File: src/rtl/dpot_pkg.sv
package dpot_pkg;

   localparam int BYTE_W        = 8;
   localparam int CNT_W         = $clog2(BYTE_W + 1);
   localparam int INSTR_MID_BIT = 6;
   localparam int INSTR_SD_BIT  = 5;

   typedef enum logic [3:0] {
      ST_IDLE,
      ST_ADDR,
      ST_ADDR_ACK,
      ST_INSTR,
      ST_INSTR_ACK,
      ST_DATA,
      ST_DATA_ACK,
      ST_RD_BYTE,
      ST_RD_ACK
   } dpot_state_e;

   typedef struct packed {
      logic midscale;
      logic shutdown;
   } dpot_instr_t;

   function automatic dpot_instr_t dpot_decode(input logic [BYTE_W-1:0] b);
      dpot_instr_t r;
      r.midscale = b[INSTR_MID_BIT];
      r.shutdown = b[INSTR_SD_BIT];
      return r;
   endfunction

endpackage

File: src/rtl/dpot_sync.sv
module dpot_sync #(
   parameter int   STAGES  = 2,
   parameter logic RST_VAL = 1'b1
) (
   input  logic clk,
   input  logic rst_n,
   input  logic d,
   output logic q
);

   generate
      if (STAGES < 1) begin : g_bad
         $error("dpot_sync: STAGES must be at least 1");
      end
      if (STAGES == 1) begin : g_one
         logic r;
         always_ff @(posedge clk or negedge rst_n) begin
            if (!rst_n) r <= RST_VAL;
            else        r <= d;
         end
         assign q = r;
      end else begin : g_chain
         logic [STAGES-1:0] r;
         always_ff @(posedge clk or negedge rst_n) begin
            if (!rst_n) r <= {STAGES{RST_VAL}};
            else        r <= {r[STAGES-2:0], d};
         end
         assign q = r[STAGES-1];
      end
   endgenerate

endmodule

File: src/rtl/dpot_bus_events.sv
module dpot_bus_events (
   input  logic clk,
   input  logic rst_n,
   input  logic scl_s,
   input  logic sda_s,
   output logic scl_rise,
   output logic scl_fall,
   output logic start_det,
   output logic stop_det
);

   logic scl_q, sda_q;

   always_ff @(posedge clk or negedge rst_n) begin
      if (!rst_n) begin
         scl_q <= 1'b1;
         sda_q <= 1'b1;
      end else begin
         scl_q <= scl_s;
         sda_q <= sda_s;
      end
   end

   assign scl_rise  = scl_s & ~scl_q;
   assign scl_fall  = ~scl_s & scl_q;
   assign start_det = scl_s & scl_q & sda_q & ~sda_s;
   assign stop_det  = scl_s & scl_q & ~sda_q & sda_s;

endmodule

File: src/rtl/dpot_wiper_reg.sv
module dpot_wiper_reg #(
   parameter int WIPER_W = 8
) (
   input  logic               clk,
   input  logic               rst_n,
   input  logic               load_en,
   input  logic               load_mid,
   input  logic [WIPER_W-1:0] load_val,
   input  logic               sd_we,
   input  logic               sd_val,
   output logic [WIPER_W-1:0] wiper,
   output logic               sd_flag
);

   localparam logic [WIPER_W-1:0] MID = WIPER_W'(1) << (WIPER_W - 1);

   always_ff @(posedge clk or negedge rst_n) begin
      if (!rst_n) begin
         wiper   <= MID;
         sd_flag <= 1'b0;
      end else begin
         if (load_en) wiper <= load_mid ? MID : load_val;
         if (sd_we)   sd_flag <= sd_val;
      end
   end

endmodule

File: src/rtl/dpot_xfer_fsm.sv
module dpot_xfer_fsm
   import dpot_pkg::*;
#(
   parameter logic [5:0] ADDR_HI = 6'b010110
) (
   input  logic              clk,
   input  logic              rst_n,
   input  logic              scl_rise,
   input  logic              scl_fall,
   input  logic              start_det,
   input  logic              stop_det,
   input  logic              sda_s,
   input  logic              addr_sel,
   input  logic [BYTE_W-1:0] rd_byte,
   output logic              sda_oe,
   output logic              wr_en,
   output logic              wr_mid,
   output logic [BYTE_W-1:0] wr_byte,
   output logic              sd_we,
   output logic              sd_val
);

   dpot_state_e       state;
   logic [CNT_W-1:0]  cnt;
   logic [BYTE_W-1:0] shreg;
   logic [BYTE_W-1:0] txreg;
   dpot_instr_t       instr;
   logic              rw;
   logic              mst_ack;
   logic              byte_end;
   logic              no_cond;
   logic [6:0]        my_addr;

   assign my_addr  = {ADDR_HI, addr_sel};
   assign no_cond  = ~start_det & ~stop_det;
   assign byte_end = scl_fall & (cnt == CNT_W'(BYTE_W)) & no_cond;

   assign wr_en   = (state == ST_DATA) & byte_end;
   assign wr_mid  = instr.midscale;
   assign wr_byte = shreg;
   assign sd_we   = (state == ST_INSTR) & byte_end;
   assign sd_val  = dpot_decode(shreg).shutdown;

   always_comb begin
      unique case (state)
         ST_ADDR_ACK, ST_INSTR_ACK, ST_DATA_ACK: sda_oe = 1'b1;
         ST_RD_BYTE:                             sda_oe = ~txreg[BYTE_W-1];
         default:                                sda_oe = 1'b0;
      endcase
   end

   always_ff @(posedge clk or negedge rst_n) begin
      if (!rst_n) begin
         state   <= ST_IDLE;
         cnt     <= '0;
         shreg   <= '0;
         txreg   <= '0;
         instr   <= '0;
         rw      <= 1'b0;
         mst_ack <= 1'b0;
      end else if (start_det) begin
         state <= ST_ADDR;
         cnt   <= '0;
      end else if (stop_det) begin
         state <= ST_IDLE;
         cnt   <= '0;
      end else begin
         unique case (state)
            ST_ADDR, ST_INSTR, ST_DATA: begin
               if (scl_rise) begin
                  shreg <= {shreg[BYTE_W-2:0], sda_s};
                  cnt   <= cnt + 1'b1;
               end else if (byte_end) begin
                  cnt <= '0;
                  if (state == ST_ADDR) begin
                     if (shreg[BYTE_W-1:1] == my_addr) begin
                        rw    <= shreg[0];
                        txreg <= rd_byte;
                        state <= ST_ADDR_ACK;
                     end else begin
                        state <= ST_IDLE;
                     end
                  end else if (state == ST_INSTR) begin
                     instr <= dpot_decode(shreg);
                     state <= ST_INSTR_ACK;
                  end else begin
                     state <= ST_DATA_ACK;
                  end
               end
            end
            ST_ADDR_ACK: begin
               if (scl_fall) begin
                  state <= rw ? ST_RD_BYTE : ST_INSTR;
                  cnt   <= '0;
               end
            end
            ST_INSTR_ACK, ST_DATA_ACK: begin
               if (scl_fall) begin
                  state <= ST_DATA;
                  cnt   <= '0;
               end
            end
            ST_RD_BYTE: begin
               if (scl_fall) begin
                  if (cnt == CNT_W'(BYTE_W - 1)) begin
                     state <= ST_RD_ACK;
                     cnt   <= '0;
                  end else begin
                     txreg <= {txreg[BYTE_W-2:0], 1'b0};
                     cnt   <= cnt + 1'b1;
                  end
               end
            end
            ST_RD_ACK: begin
               if (scl_rise) begin
                  mst_ack <= ~sda_s;
               end else if (scl_fall) begin
                  if (mst_ack) begin
                     state <= ST_RD_BYTE;
                     txreg <= rd_byte;
                     cnt   <= '0;
                  end else begin
                     state <= ST_IDLE;
                  end
               end
            end
            default: state <= ST_IDLE;
         endcase
      end
   end

endmodule

File: src/rtl/dpot_i2c_slave.sv
module dpot_i2c_slave
   import dpot_pkg::*;
#(
   parameter int         WIPER_W     = 8,
   parameter int         SYNC_STAGES = 2,
   parameter logic [5:0] ADDR_HI     = 6'b010110
) (
   input  logic               clk,
   input  logic               rst_n,
   input  logic               scl_i,
   input  logic               sda_i,
   input  logic               addr_sel_i,
   output logic               sda_oe_o,
   output logic [WIPER_W-1:0] wiper_o,
   output logic               shdn_o
);

   localparam int PAD_W = BYTE_W - WIPER_W;

   generate
      if (WIPER_W < 1 || WIPER_W > BYTE_W) begin : g_bad_w
         $error("dpot_i2c_slave: WIPER_W must lie in 1..8");
      end
   endgenerate

   logic scl_s, sda_s;
   logic scl_rise, scl_fall, start_det, stop_det;
   logic wr_en, wr_mid, sd_we, sd_val;
   logic [BYTE_W-1:0]  wr_byte;
   logic [BYTE_W-1:0]  rd_byte;
   logic [WIPER_W-1:0] wiper_q;
   logic [WIPER_W-1:0] load_val;

   dpot_sync #(.STAGES(SYNC_STAGES), .RST_VAL(1'b1)) u_sync_scl (
      .clk(clk), .rst_n(rst_n), .d(scl_i), .q(scl_s));

   dpot_sync #(.STAGES(SYNC_STAGES), .RST_VAL(1'b1)) u_sync_sda (
      .clk(clk), .rst_n(rst_n), .d(sda_i), .q(sda_s));

   dpot_bus_events u_events (
      .clk(clk), .rst_n(rst_n), .scl_s(scl_s), .sda_s(sda_s),
      .scl_rise(scl_rise), .scl_fall(scl_fall),
      .start_det(start_det), .stop_det(stop_det));

   dpot_xfer_fsm #(.ADDR_HI(ADDR_HI)) u_fsm (
      .clk(clk), .rst_n(rst_n),
      .scl_rise(scl_rise), .scl_fall(scl_fall),
      .start_det(start_det), .stop_det(stop_det),
      .sda_s(sda_s), .addr_sel(addr_sel_i), .rd_byte(rd_byte),
      .sda_oe(sda_oe_o), .wr_en(wr_en), .wr_mid(wr_mid), .wr_byte(wr_byte),
      .sd_we(sd_we), .sd_val(sd_val));

   generate
      if (PAD_W == 0) begin : g_full
         assign rd_byte  = wiper_q;
         assign load_val = wr_byte;
      end else begin : g_narrow
         assign rd_byte  = {wiper_q, {PAD_W{1'b0}}};
         assign load_val = wr_byte[BYTE_W-1 -: WIPER_W];
      end
   endgenerate

   dpot_wiper_reg #(.WIPER_W(WIPER_W)) u_wiper (
      .clk(clk), .rst_n(rst_n),
      .load_en(wr_en), .load_mid(wr_mid), .load_val(load_val),
      .sd_we(sd_we), .sd_val(sd_val),
      .wiper(wiper_q), .sd_flag(shdn_o));

   assign wiper_o = wiper_q;

endmodule

File: config.mk
export PLATFORM = sky130hd
export DESIGN_NAME = dpot_i2c_slave
export DESIGN_NICKNAME = d
export VERILOG_FILES = /design/src/rtl/dpot_pkg.sv /design/src/rtl/dpot_sync.sv /design/src/rtl/dpot_bus_events.sv /design/src/rtl/dpot_wiper_reg.sv /design/src/rtl/dpot_xfer_fsm.sv /design/src/rtl/dpot_i2c_slave.sv
export SDC_FILE = /design/constraint.sdc
export NUM_CORES = 1
export LEC_CHECK = 0
export BUFFER_PORTS_ARGS = -buffer_cell sky130_fd_sc_hd__clkbuf_2
export CAP_MARGIN = 30
export CORE_MARGIN = 2
export CORE_UTILIZATION = 45
export CTS_BUF_LIST = sky130_fd_sc_hd__clkbuf_16
export DETAILED_ROUTE_END_ITERATION = 12
export PLACE_DENSITY = 0.63
export SLEW_MARGIN = 30
export SYNTH_ARGS = -nofsm -noshare
export SYNTH_HDL_FRONTEND = slang
export SYNTH_SLANG_ARGS = --single-unit
export TNS_END_PERCENT = 50
File: constraint.sdc
create_clock -name clk -period 2.35 [get_ports clk]
set_input_delay 0.1175 -clock clk [delete_from_list [all_inputs] [get_ports clk]]
set_output_delay 0.1175 -clock clk [all_outputs]
set_load 0.02 [all_outputs]
==> results_dict.tcl <==
set metrics [dict create \
    most_common_cell_after_layout_fill_and_taps_aside "dfrtp_1" \
    max_freq_ghz 0.4840 \
    critPathKind "flop to flop" \
    clock_skew_ns 0.004102 \
    avgSynthCellArea_um2 10.69 \
    rsz_0062_raised_after_global_routing "false" \
    synth_edf_count 0 \
    placeableCoreArea_um2 4723 \
    yosys.area.top_type "dfrtp_1" \
    route.top_layer_used "met4" \
    drc_errors 0 \
    synthesis.area_um2 2202 \
    detailedPlacementHpwl_um 3202 \
    timing_worst_slew_pin_value_ns 0.5819 \
    finish.instance_area_um2 2536 \
    clk_path_buf_depth 2 \
    min_path_type "input port to flop" \
    timing.max_cap.violations 0 \
    worstPathCellList "and2b_1 > nand4b_1 > a2bb2oi_2 > nand2_2 > mux2_2" \
    final_core_util_pct 53.70 \
    grt_first_pass_wirelength_um 7907 \
    cp_slowest_stage_delay_ns 0.56 \
    post-route-period-util_pct 87.92 \
    post-route-min-period_ns 2.066 \
    initial_core_util_pct 46.62 \
    row_count 25 \
    groute.usage.overall_pct 19.58 \
    fp.dieArea_um2 5469 \
    die_width_um 73.96 \
    yosysUniqueCellTypes 50 \
    clock_tree.htree_level_count 2 \
    clockRootBuffer "clkbuf_16" \
    report.final.setup_viol 0 \
    timing.critical_path.slowest_stage_cell "dfstp_2" \
    timing.critical_path.arrival_ns 2.24 \
    worstPathRequired_ns 2.52 \
    syn2layout_area_growth_pct 15.17 \
    powerDensity_nw_per_um2 899.1 \
    buffer_ports.inserted 14 \
    clock_latency_ns 0.28 \
    timing.critical_path.to_type "flop" \
    detail_route.first_pass.iterations 4 \
    num-nets-final 234 \
    setup_total_negative_slack_ns 0 \
    wl_final_um 4624 \
    synth_top_cell_area_share_pct 39.77 \
    cts_buffers 5 \
    startpoint_kind_of_the_worst_setup_timing_path "flop" \
    ys_top_cells_by_area "dfrtp_1 40%, mux2_2 13%, dfstp_2 8.4%" \
    asyncSetResetFlopFracSynth_pct 100.0 \
    final_layout_size_suffix_gt1_share_pct 29.82 \
    diodes 0 \
    report.final.hold_viol_count 0 \
    grt_start_max_net_pins 43 \
    pin_count 15 \
    detail_route.vias_per_cell 5.468 \
    grt-ovfl-total 0 \
    yosys_register_bits 42 \
    finalMaxSlewViolations 0 \
    via_count_of_the_first_global_routing_pass 1576 \
    synth-seq-area-share_pct 48.12 \
    detailroute.wirelength.met3_um 136 \
    mostFrequentLayoutCells "35 x dfrtp_1, 26 x mux2_2, 20 x nand2_1" \
    via_count 1613 \
    die_h_um 73.96 \
    num-fill-cells 424 \
    tritoncts "built" \
    ys_warn_count 0 \
    vdd.ir_drop.worst_mv 0.5108 \
    finalWeightedCongestion 0.8688 \
    power_leakage_nw 1.149 \
    detail-route-antenna-nets 0 \
    synthCells 206 \
    critPathMaxFanout 8 \
    detail_routed_net_length_per_standard_cell_um 15.67 \
    dpl-instance-area_um2 2359 \
    grt_antenna_before_repair 0 \
    amount_of_wire_on_met2_after_detailed_routing_um 2139 \
    status "finished clean" \
    maxSlewHeadroom_pct 60.79 \
    cts.reportedPaths.clkPinSlew_ns 0.06 \
    drt_first_iter_violations 88 \
    tritoncts_num_sinks 42 \
    ys_dominant_reg_cell "dfrtp_1" \
    synthesis.nets 213 \
    wirelength_met1_um 2258 \
]
## per-layer routing
layer / global-route usage (%) / up-vias
li1: - / 791
met1: 27.39 / 788
met2: 29.96 / 27
met3: 3.659 / 7
met5: 0 / -
met4: 8.485 / 0
## worst max-delay path, delay by kind of cell (launching register included)
kind	cells	cell delay [ns]
and+or+nand+nor	3	0.69
muxes	1	0.32
AOI/OAI and AO/OA	1	0.38
DFF	1	0.56
## kinds of logic after synthesis
logic type	Yosys count	synth area share (%)
xor+xnor	2	0.7956
compound gates	48	14.09
simple gates	68	17.67
mux	31	15.57
flops	42	48.13
fa+ha+maj	2	1.136
buf+inv	13	2.613
## flip-flops by register name, summed over array words and instances, names as in the netlist
| name | cells |
|---|---|
| u_events.scl_q | 1 |
| u_events.sda_q | 1 |
| u_fsm.cnt | 4 |
| u_fsm.mst_ack | 1 |
| u_fsm.rw | 1 |
| u_fsm.state | 4 |
| u_fsm.txreg | 8 |
| u_fsm.wr_byte | 8 |
| u_fsm.wr_mid | 1 |
| u_sync_scl.g_chain.r | 2 |
| u_sync_sda.g_chain.r | 2 |
| u_wiper.sd_flag | 1 |
| u_wiper.wiper | 8 |
## power by group
part / internal [W] / switching [W]
clock network: 0.000388 / 0.000279
logic: 0.000313 / 0.000371
registers: 0.000832 / 0.0000965
## synthesized netlist by cell type (all sizes together) (3+ instances only)
master	count
a211oi	3
a21oi	6
buf	3
clkbuf	6
dfrtp	35
dfstp	7
inv	4
mux2	26
mux2i	5
nand2	21
nand2b	14
nand3	4
nor2	4
nor3	4
o21ai	19
o22ai	3
or2	3
## final timing paths
kind | from | endpoint | slack, ns | cells past startpoint
worst max-delay path | u_events.scl_q | u_fsm.txreg[5] | 0.28 | 5
worst min-delay path | addr_sel_i | u_fsm.state[1] | 0.34 | 5
worst max register to register | u_events.scl_q | u_fsm.txreg[5] | 0.28 | 5
worst min register to register | u_sync_scl.g_chain.r[0] | u_sync_scl.g_chain.r[1] | 0.36 | 0
max in group asynchronous | rst_n | u_sync_scl.g_chain.r[1] | 1.53 | 3
min in group asynchronous | rst_n | u_fsm.rw | 0.44 | 3
## metrics by stage
| stage | instances | worst slack (ns) | hold WS (ns) | total power (W) |
|---|---|---|---|---|
| 2_1_floorplan | 206 | 0.3539 | -0.1781 | 0.001435 |
| 3_3_place_gp | 284 | 0.1858 | 0.2049 | 0.001603 |
| 3_5_place_dp | 284 | 0.1043 | 0.2063 | 0.001613 |
| 4_1_cts | 295 | 0.09194 | 0.3388 | 0.002289 |
| 5_1_grt | 295 | 0.1330 | 0.3598 | 0.002414 |
| 6_report | 295 | 0.2838 | 0.3371 | 0.002280 |
## layout make-up
cell class / instances / area, um^2 / area share [%]
multi-input combinational: 151 / 1091 / 43.02
tap: 67 / 83.83 / 3.305
sequential: 42 / 1060 / 41.79
clock buffer: 5 / 125.1 / 4.933
clock inverter: 3 / 16.27 / 0.6413
timing repair buffer: 23 / 145.1 / 5.723
inverter: 4 / 15.01 / 0.5920
## timing repair
action / in CTS / in global routing
setup endpoints to repair: 0 / 10
resized for setup: 0 / 1
hold endpoints to repair: 37 / 0
setup buffers: 0 / 0
hold buffers: 3 / 0
Note: power is estimated with default switching activity, not from simulation.
